## src/rtl/tdm_align_pkg.sv

```systemverilog
package tdm_align_pkg;

  typedef enum logic [1:0] {
    RATE_2M  = 2'd0,
    RATE_4M  = 2'd1,
    RATE_8M  = 2'd2,
    RATE_16M = 2'd3
  } hw_rate_e;

  localparam int LOG2_W = 3;

  // log2 of master clocks per data bit
  function automatic logic [LOG2_W-1:0] bit_div_log2(input logic fast, input hw_rate_e r);
    int v;
    v = 2 + int'(fast) - int'(r);
    return (v < 0) ? '0 : LOG2_W'(v);
  endfunction

  function automatic logic rate_cfg_ok(input logic fast, input hw_rate_e r);
    return !(!fast && (r == RATE_16M));
  endfunction

endpackage

```

## src/rtl/tdm_sync_detect.sv

```systemverilog
module tdm_sync_detect (
  input  logic clk,
  input  logic rst,
  input  logic fs_raw,
  input  logic pol_high,
  input  logic use_fall,
  output logic sync_evt
);
  logic fs_fall_q;
  logic fs_sel;
  logic act_q1, act_q2;

  // falling-edge capture of the marker
  always_ff @(negedge clk) begin
    fs_fall_q <= fs_raw;
  end

  always_comb fs_sel = use_fall ? fs_fall_q : fs_raw;

  always_ff @(posedge clk) begin
    if (rst) begin
      act_q1 <= 1'b0;
      act_q2 <= 1'b0;
    end else begin
      act_q1 <= pol_high ? fs_sel : ~fs_sel;
      act_q2 <= act_q1;
    end
  end

  always_comb sync_evt = act_q1 & ~act_q2;

  AST_SYNC_SINGLE: assert property (@(posedge clk) disable iff (rst)
    sync_evt |=> !sync_evt);

endmodule

```

## src/rtl/tdm_bit_timer.sv

```systemverilog
module tdm_bit_timer
  import tdm_align_pkg::*;
#(
  parameter int BITS_PER_SLOT = 8,
  parameter int BASE_SLOTS    = 32,
  parameter int SLOT_IDX_W    = 8,
  parameter int DIV_W         = 3
) (
  input  logic                  clk,
  input  logic                  rst,
  input  logic                  sync_evt,
  input  logic                  cfg_ok,
  input  logic [LOG2_W-1:0]     div_log2,
  input  hw_rate_e              rate,
  output logic                  sample_stb,
  output logic                  slot_done,
  output logic [SLOT_IDX_W-1:0] slot_idx,
  output logic                  locked,
  output logic                  misalign,
  output logic                  sync_missing
);
  localparam int BIT_W = $clog2(BITS_PER_SLOT);
  localparam logic [BIT_W-1:0] BIT_LAST = BIT_W'(BITS_PER_SLOT - 1);

  logic [DIV_W-1:0]      div_cnt, div_last, div_mid;
  logic [BIT_W-1:0]      bit_cnt;
  logic [SLOT_IDX_W-1:0] slot_last;
  logic                  at_bit_end, at_slot_end, at_frame_end;

  always_comb begin
    div_last     = DIV_W'((32'd1 << div_log2) - 32'd1);
    div_mid      = DIV_W'((32'd1 << div_log2) >> 1);
    slot_last    = SLOT_IDX_W'((BASE_SLOTS << int'(rate)) - 1);
    at_bit_end   = (div_cnt == div_last);
    at_slot_end  = at_bit_end && (bit_cnt == BIT_LAST);
    at_frame_end = at_slot_end && (slot_idx == slot_last);
    sample_stb   = locked && (div_cnt == div_mid);
    slot_done    = locked && at_slot_end;
  end

  always_ff @(posedge clk) begin
    if (rst || !cfg_ok) begin
      div_cnt      <= '0;
      bit_cnt      <= '0;
      slot_idx     <= '0;
      locked       <= 1'b0;
      misalign     <= 1'b0;
      sync_missing <= 1'b0;
    end else if (sync_evt) begin
      div_cnt  <= '0;
      bit_cnt  <= '0;
      slot_idx <= '0;
      locked   <= 1'b1;
      if (locked && !at_frame_end) misalign <= 1'b1;
    end else if (locked) begin
      if (at_bit_end) begin
        div_cnt <= '0;
        if (bit_cnt == BIT_LAST) begin
          bit_cnt <= '0;
          if (at_frame_end) begin
            slot_idx     <= '0;
            sync_missing <= 1'b1;
          end else begin
            slot_idx <= slot_idx + 1'b1;
          end
        end else begin
          bit_cnt <= bit_cnt + 1'b1;
        end
      end else begin
        div_cnt <= div_cnt + 1'b1;
      end
    end
  end

  AST_SLOT_IN_RANGE: assert property (@(posedge clk) disable iff (rst)
    locked |-> (slot_idx <= slot_last));
  AST_SYNC_RESTARTS: assert property (@(posedge clk) disable iff (rst)
    (sync_evt && cfg_ok) |=> (locked && slot_idx == '0));
  AST_MISALIGN_STICKY: assert property (@(posedge clk) disable iff (rst)
    (misalign && cfg_ok) |=> misalign);
  AST_MISSING_STICKY: assert property (@(posedge clk) disable iff (rst)
    (sync_missing && cfg_ok) |=> sync_missing);
  AST_BAD_CFG_IDLE: assert property (@(posedge clk) disable iff (rst)
    !cfg_ok |=> !locked);

endmodule

```

## src/rtl/tdm_byte_assembler.sv

```systemverilog
module tdm_byte_assembler #(
  parameter int BYTE_W     = 8,
  parameter int SLOT_IDX_W = 8
) (
  input  logic                  clk,
  input  logic                  rst,
  input  logic                  rx_bit,
  input  logic                  sample_stb,
  input  logic                  slot_done,
  input  logic [SLOT_IDX_W-1:0] slot_idx,
  output logic [BYTE_W-1:0]     byte_q,
  output logic [SLOT_IDX_W-1:0] slot_q,
  output logic                  valid_q
);
  logic [BYTE_W-1:0] shreg, shreg_next;

  always_comb shreg_next = sample_stb ? {shreg[BYTE_W-2:0], rx_bit} : shreg;

  always_ff @(posedge clk) begin
    if (rst) begin
      shreg   <= '0;
      byte_q  <= '0;
      slot_q  <= '0;
      valid_q <= 1'b0;
    end else begin
      shreg   <= shreg_next;
      valid_q <= slot_done;
      if (slot_done) begin
        byte_q <= shreg_next;
        slot_q <= slot_idx;
      end
    end
  end

  AST_VALID_SINGLE: assert property (@(posedge clk) disable iff (rst)
    valid_q |=> !valid_q);

endmodule

```

## src/rtl/tdm_frame_aligner.sv

```systemverilog
module tdm_frame_aligner
  import tdm_align_pkg::*;
#(
  parameter int SLOT_BITS  = 8,
  parameter int BASE_SLOTS = 32,
  parameter int SLOT_IDX_W = 8,
  parameter int DIV_W      = 3
) (
  input  logic                  clk,
  input  logic                  rst,
  input  logic                  fsync_in,
  input  logic                  fsync_high,
  input  logic                  fsync_on_fall,
  input  logic                  mclk_fast,
  input  logic [1:0]            rate_sel,
  input  logic                  rx_serial,
  output logic [SLOT_BITS-1:0]  rx_byte,
  output logic [SLOT_IDX_W-1:0] rx_slot,
  output logic                  rx_valid,
  output logic                  misalign,
  output logic                  sync_missing,
  output logic                  cfg_err
);
  hw_rate_e              rate;
  logic                  cfg_ok;
  logic [LOG2_W-1:0]     div_log2;
  logic                  sync_evt, sample_stb, slot_done, locked;
  logic [SLOT_IDX_W-1:0] slot_idx;

  always_comb begin
    rate     = hw_rate_e'(rate_sel);
    cfg_ok   = rate_cfg_ok(mclk_fast, rate);
    div_log2 = bit_div_log2(mclk_fast, rate);
  end

  always_ff @(posedge clk) begin
    if (rst) cfg_err <= 1'b0;
    else     cfg_err <= !cfg_ok;
  end

  tdm_sync_detect u_sync (
    .clk      (clk),
    .rst      (rst),
    .fs_raw   (fsync_in),
    .pol_high (fsync_high),
    .use_fall (fsync_on_fall),
    .sync_evt (sync_evt)
  );

  tdm_bit_timer #(
    .BITS_PER_SLOT (SLOT_BITS),
    .BASE_SLOTS    (BASE_SLOTS),
    .SLOT_IDX_W    (SLOT_IDX_W),
    .DIV_W         (DIV_W)
  ) u_timer (
    .clk          (clk),
    .rst          (rst),
    .sync_evt     (sync_evt),
    .cfg_ok       (cfg_ok),
    .div_log2     (div_log2),
    .rate         (rate),
    .sample_stb   (sample_stb),
    .slot_done    (slot_done),
    .slot_idx     (slot_idx),
    .locked       (locked),
    .misalign     (misalign),
    .sync_missing (sync_missing)
  );

  tdm_byte_assembler #(
    .BYTE_W     (SLOT_BITS),
    .SLOT_IDX_W (SLOT_IDX_W)
  ) u_asm (
    .clk        (clk),
    .rst        (rst),
    .rx_bit     (rx_serial),
    .sample_stb (sample_stb),
    .slot_done  (slot_done),
    .slot_idx   (slot_idx),
    .byte_q     (rx_byte),
    .slot_q     (rx_slot),
    .valid_q    (rx_valid)
  );

  AST_QUIET_ON_CFG_ERR: assert property (@(posedge clk) disable iff (rst)
    cfg_err |=> !rx_valid);

endmodule

```

## config.mk

```make
export PLATFORM = sky130hd
export DESIGN_NAME = tdm_frame_aligner
export DESIGN_NICKNAME = d
export VERILOG_FILES = /design/src/rtl/tdm_align_pkg.sv /design/src/rtl/tdm_sync_detect.sv /design/src/rtl/tdm_bit_timer.sv /design/src/rtl/tdm_byte_assembler.sv /design/src/rtl/tdm_frame_aligner.sv
export SDC_FILE = /design/constraint.sdc
export NUM_CORES = 1
export LEC_CHECK = 0
export BUFFER_PORTS_ARGS = -buffer_cell sky130_fd_sc_hd__clkbuf_2
export CAP_MARGIN = 20
export CELL_PAD_IN_SITES_DETAIL_PLACEMENT = 0
export CELL_PAD_IN_SITES_GLOBAL_PLACEMENT = 1
export CORE_MARGIN = 5
export CORE_UTILIZATION = 38
export CTS_CLUSTER_DIAMETER = 200
export CTS_CLUSTER_SIZE = 10
export DETAILED_ROUTE_END_ITERATION = 12
export GPL_ROUTABILITY_DRIVEN = 0
export PLACE_DENSITY = 0.84
export RECOVER_POWER = 50
export SYNTH_ARGS = -nofsm -noshare
export SYNTH_HDL_FRONTEND = slang
export SYNTH_SLANG_ARGS = --single-unit
```

## constraint.sdc

```tcl
create_clock -name clk -period 1.7 [get_ports clk]
set_input_delay 0 -clock clk [delete_from_list [all_inputs] [get_ports clk]]
set_output_delay 0 -clock clk [all_outputs]
set_load 0.01 [all_outputs]
```

==> Word-level counts from Yosys, hierarchy flattened <==
Cells that the tools add are included.
{ "totals": {"input_bits": 9, "register_bits": 46, "mem_bits_ro": 0, "n_memories": 0, "ramBits": 0, "latchBits": 0} }
{ "classes": {"mul": 0, "order_cmp": 1, "add_sub_neg": 7, "n_shift": 2, "n_bitwise": 4, "n_reduce_logical": 14, "n_eq_ne": 5, "n_mux": 7, "div": 0} }
{ "op_table": {"columns": ["operator", "n"], "rows": [
  ["$mux 8", 2],
  ["$mux 3", 3],
  ["$add 8x1->8 const B", 1],
  ["$eq 8x8->1", 1],
  ["$shl 6x2->8 const A", 1],
  ["$sub 8x2->8 const B", 1],
  ["$add 3x1->3 const B", 2],
  ["$eq 3x3->1", 2],
  ["$logic_and 1x1->1", 6],
  ["$reduce_and 5->1", 1],
  ["$lt 4x1->1 const B", 1],
  ["$reduce_and 2->1", 2],
  ["$shl 1x3->4 const A", 1],
  ["$sub 3x2->4", 1],
  ["$add 2x1->3 const A", 1],
  ["$eq 3x3->1 const B", 1],
  ["$not 1->1", 3],
  ["$reduce_and 3->1", 1],
  ["$sub 3x1->3 const B", 1],
  ["$eq 2x2->1 const B", 1],
  ["$logic_not 1->1", 2],
  ["$mux 1", 2],
  ["$reduce_or 2->1", 1],
  ["$and 1x1->1", 1],
  ["$logic_or 1x1->1", 1]
]} }

==> Logic depth before layout (Yosys ltp) <==
{ "logic_depth": {"word_depth": 12, "ltp_mapped": 9, "ltp_nobuf": 8} }

==> Cells and area by module <==
From an unflattened synthesis, not the netlist that was laid out.
{ "unflattened": {"hier_cells": 227, "area_unflattened_um2": 2114.5} }
{ "by_module_without_submodules": {"columns": ["module", "instances", "area_per_inst_um2", "cells_each"], "rows": [
  ["tdm_bit_timer", 1, 1069.8, 128],
  ["tdm_byte_assembler", 1, 868.3, 81],
  ["tdm_sync_detect", 1, 107.6, 10],
  ["tdm_frame_aligner", 1, 68.8, 8]
]} }

==> results.cfg <==
[synth]
netlist_area_sq_um = 1940
avgSynthCellArea_sq_um = 9.01
synth_compound_area_frac = 0.144
ys_warn_count = 0
yosys.area.top_type_share = 0.475
synth_edf_count = 0
synth_top_cell_by_area = dfxtp_1
synth.most_common_cell = dfxtp_1
ys_top_cells_by_count = 46 x dfxtp_1, 35 x nor2_1, 25 x nand2_1, 14 x a21oi_1, 13 x mux2i_1
yosysSeqAreaShare = 0.475
synthMuxAreaShare = 0.0672
synth_top_family_by_area = simple AND/OR/NAND/NOR gates
synthCells = 215
synthXorXnorAreaFrac = 0.0226
synthArstFlopShare = 0
synth-simple-area-share = 0.225
synth-seq-cells = 46
synth-adder-area-share = 0.0323
ys_types = 39
synthTopCellsByArea = dfxtp_1 48%, nor2_1 6.8%, mux2i_1 6.7%
synth_flop_cell = dfxtp_1
syn_nets = 229

[timing]
max_slew_margin = 0.589
finalHoldViolations = 0
clock-skew-final_ns = 0.0518
tightest_slew_ns = 0.614
finalSetupViolCount = 30
rsz0062_at_grt = true
finalCritPeriodShare = 1.09
finalCriticalPeriod_ns = 1.86
fmax_ghz = 0.538
fin_ws_ns = -0.159
maxSlewViolCount = 0

[die]
fp.coreArea_sq_um = 5040
dieArea_sq_um = 6630
die_y_um = 81.4
rows = 26
start_util = 0.384
fp.dieW_um = 81.4
io_pins = 29

[clocking]
clock_sinks = 46
path_clk_slew_ns = 0.09
cts_buffers = 5
clock_latency_ns = 0.35
cts_buffer_depth = 2
cts_tree = done
htree_levels = 2
clock-root-buffer = clkbuf_8

[routing]
routed_wl_um = 4150
vias = 1638
routedWlPerCell_um = 12.2
drt-vias-per-instance = 4.83
remaining_drc_errors = 0
firstDrtPassIters = 4
drt_iter0_markers = 64
ant_nets = 0

[min_path]
hold_end = u_sync.act_q1$_SDFF_PP0_
hp-class = input pin to flip-flop
hold_depth = 4
min_from = fsync_on_fall

[power_and_ir_drop]
power_density_nw_per_um2 = 786
ir_drop_mv = 0.647
p_leak_uw = 0.000972

[cells_and_area]
postLayoutCoreUtil = 0.501
final_nets = 282
drive_gt1_frac = 0.242
diodes = 0
fin_area_sq_um = 2530
area_delta_synth_final_pct = 30.5

[outcome]
status = finished with violations
violations = negative setup slack

[setup_path]
rr_endpoint = u_asm.byte_q[6]$_SDFFE_PP0P_
critPathMaxStageDelay_ns = 0.55
path_buf_inv = 1
cp-start-kind = flip-flop
path_cells = or4b_4 -> nor2_1 -> o21a_1 -> buf_12 -> mux2i_2 -> a211oi_1
r2r_slack_ns = -0.16
cpMaxStageDelayCell = or4b_4
worstRegToRegCells = 6
criticalPathCategory = flip-flop to flip-flop
crit_path_max_fanout = 8
end_kind = flip-flop
crit_family = simple AND/OR/NAND/NOR gates
arrival_ns = 2.05
crit_required_ns = 1.89
r2r-start = u_timer.div_cnt[2]$_SDFFE_PP0P_

[place]
placed_area_sq_um = 2330
pre_cts_slack_ns = -0.288
portBuffers = 28
dp_hpwl_um = 2940

[global_routing]
grt_use_total = 0.139
antenna_found_initial = 0
grt_pass1_vias = 1580
grt_max_degree = 29
grt_first_pass_wirelength_um = 7060
grt_overflow = 0

[run]
max_cap_violations = 0
sequential cells by signal (all words and copies together), names as in the netlist:
name                  flops
u_asm.slot_q              8
u_asm.shreg               8
u_timer.misalign          1
u_asm.byte_q              8
u_timer.sync_missing      1
u_sync.act_q2             1
u_asm.valid_q             1
u_sync.fs_fall_q          1
u_timer.bit_cnt           3
u_timer.locked            1
cfg_err                   1
u_timer.slot_idx          8
u_sync.act_q1             1
u_timer.div_cnt           3
cells by family (layout without fill, tap and decap cells):
logic type | after synthesis | in the layout
flip-flops | 46 | 46
multiplexers | 13 | 13
AO/OA/AOI/OAI | 41 | 42
buffers and inverters | 14 | 67
adder cells (fa/ha/maj) | 5 | 5
XOR/XNOR | 5 | 5
AND/OR/NAND/NOR | 91 | 91
worst max-delay path by stage:
stage / from / endpoint / slack [ns] / cells after the start
floorplan: u_timer.div_cnt[2]$_SDFFE_PP0P_ / u_timer.slot_idx[5]$_SDFFE_PP0P_ / -0.07 / 6
global placement: mclk_fast / u_asm.byte_q[5]$_SDFFE_PP0P_ / -0.23 / 10
detailed placement: mclk_fast / u_asm.byte_q[1]$_SDFFE_PP0P_ / -0.29 / 10
CTS: u_timer.div_cnt[2]$_SDFFE_PP0P_ / u_asm.byte_q[7]$_SDFFE_PP0P_ / -0.16 / 6
global route: u_timer.div_cnt[1]$_SDFFE_PP0P_ / u_asm.byte_q[7]$_SDFFE_PP0P_ / -0.22 / 6
finish: u_timer.div_cnt[2]$_SDFFE_PP0P_ / u_asm.byte_q[6]$_SDFFE_PP0P_ / -0.16 / 6
area by class of cell:
cell class,instances,area (sq um)
clock buffers,5,68.8
clock inverters,4,32.5
fillers,487,2510
inverters,3,11.3
multi-input cells,156,1040
flip-flops and latches,46,926
well taps,70,87.6
repair buffers,55,365
per-stage QoR:
| stage | std cells | hold slack, ns | total power, uW | TNS [ns] |
|---|---|---|---|---|
| floorplan | 215 | 0.148 | 1230 | -0.224 |
| global placement | 326 | 0.256 | 1280 | -5.61 |
| detailed placement | 326 | 0.264 | 1280 | -6.63 |
| CTS | 339 | 0.0484 | 2010 | -2.34 |
| global route | 339 | 0.0589 | 2100 | -4.82 |
| finish | 339 | 0.0640 | 1990 | -2.43 |
timing repair:
action | CTS | global route
gates resized for setup | 7 | 9
gates cloned | 1 | 0
hold endpoints to repair | 3 | 0
buffers inserted | 2 | 1
hold buffers | 3 | 0
pin swaps | 5 | 5
setup endpoints to repair | 33 | 36
routing by layer:
layer,global-route usage,share of wire,vias up
met2,0.222,0.47,23
met3,0.0510,0.053,6
li1,-,-,854
met4,0.0507,0.014,0
met5,0,0,-
met1,0.171,0.46,755
layout by cell type (no fill, tap or decap), types with 3 or more instances in the layout:
cell type | Yosys | routed
ha_1 | 5 | 4
xnor2_1 | 3 | 3
mux2i_1 | 13 | 8
buf_4 | 2 | 20
mux2i_2 | 0 | 4
dlygate4sd3_1 | 0 | 3
o21ai_0 | 5 | 5
nand2_1 | 25 | 24
a211oi_1 | 8 | 8
nand3_1 | 3 | 3
nand2b_1 | 4 | 3
nor3b_1 | 4 | 4
inv_1 | 4 | 3
a32o_1 | 3 | 3
and3_1 | 4 | 4
clkbuf_2 | 0 | 14
nor2_1 | 35 | 34
a21oi_1 | 14 | 14
dfxtp_1 | 46 | 44
clkbuf_1 | 5 | 14
clkbuf_8 | 0 | 5
power breakdown:
group,internal (uW),total [uW],switching (uW)
registers,1090,1100,11.4
clock network,310,722,412
logic,80.6,166,85.7
total,1480,1990,509
worst register-to-register path, cell delays in order, from the launching register on:
cell      delay (ns)
dfxtp_4         0.37
or4b_4          0.55
nor2_1          0.11
o21a_1          0.21
buf_12          0.16
mux2i_2         0.25
a211oi_1        0.10
No activity file was read; power rests on OpenSTA's default activity.
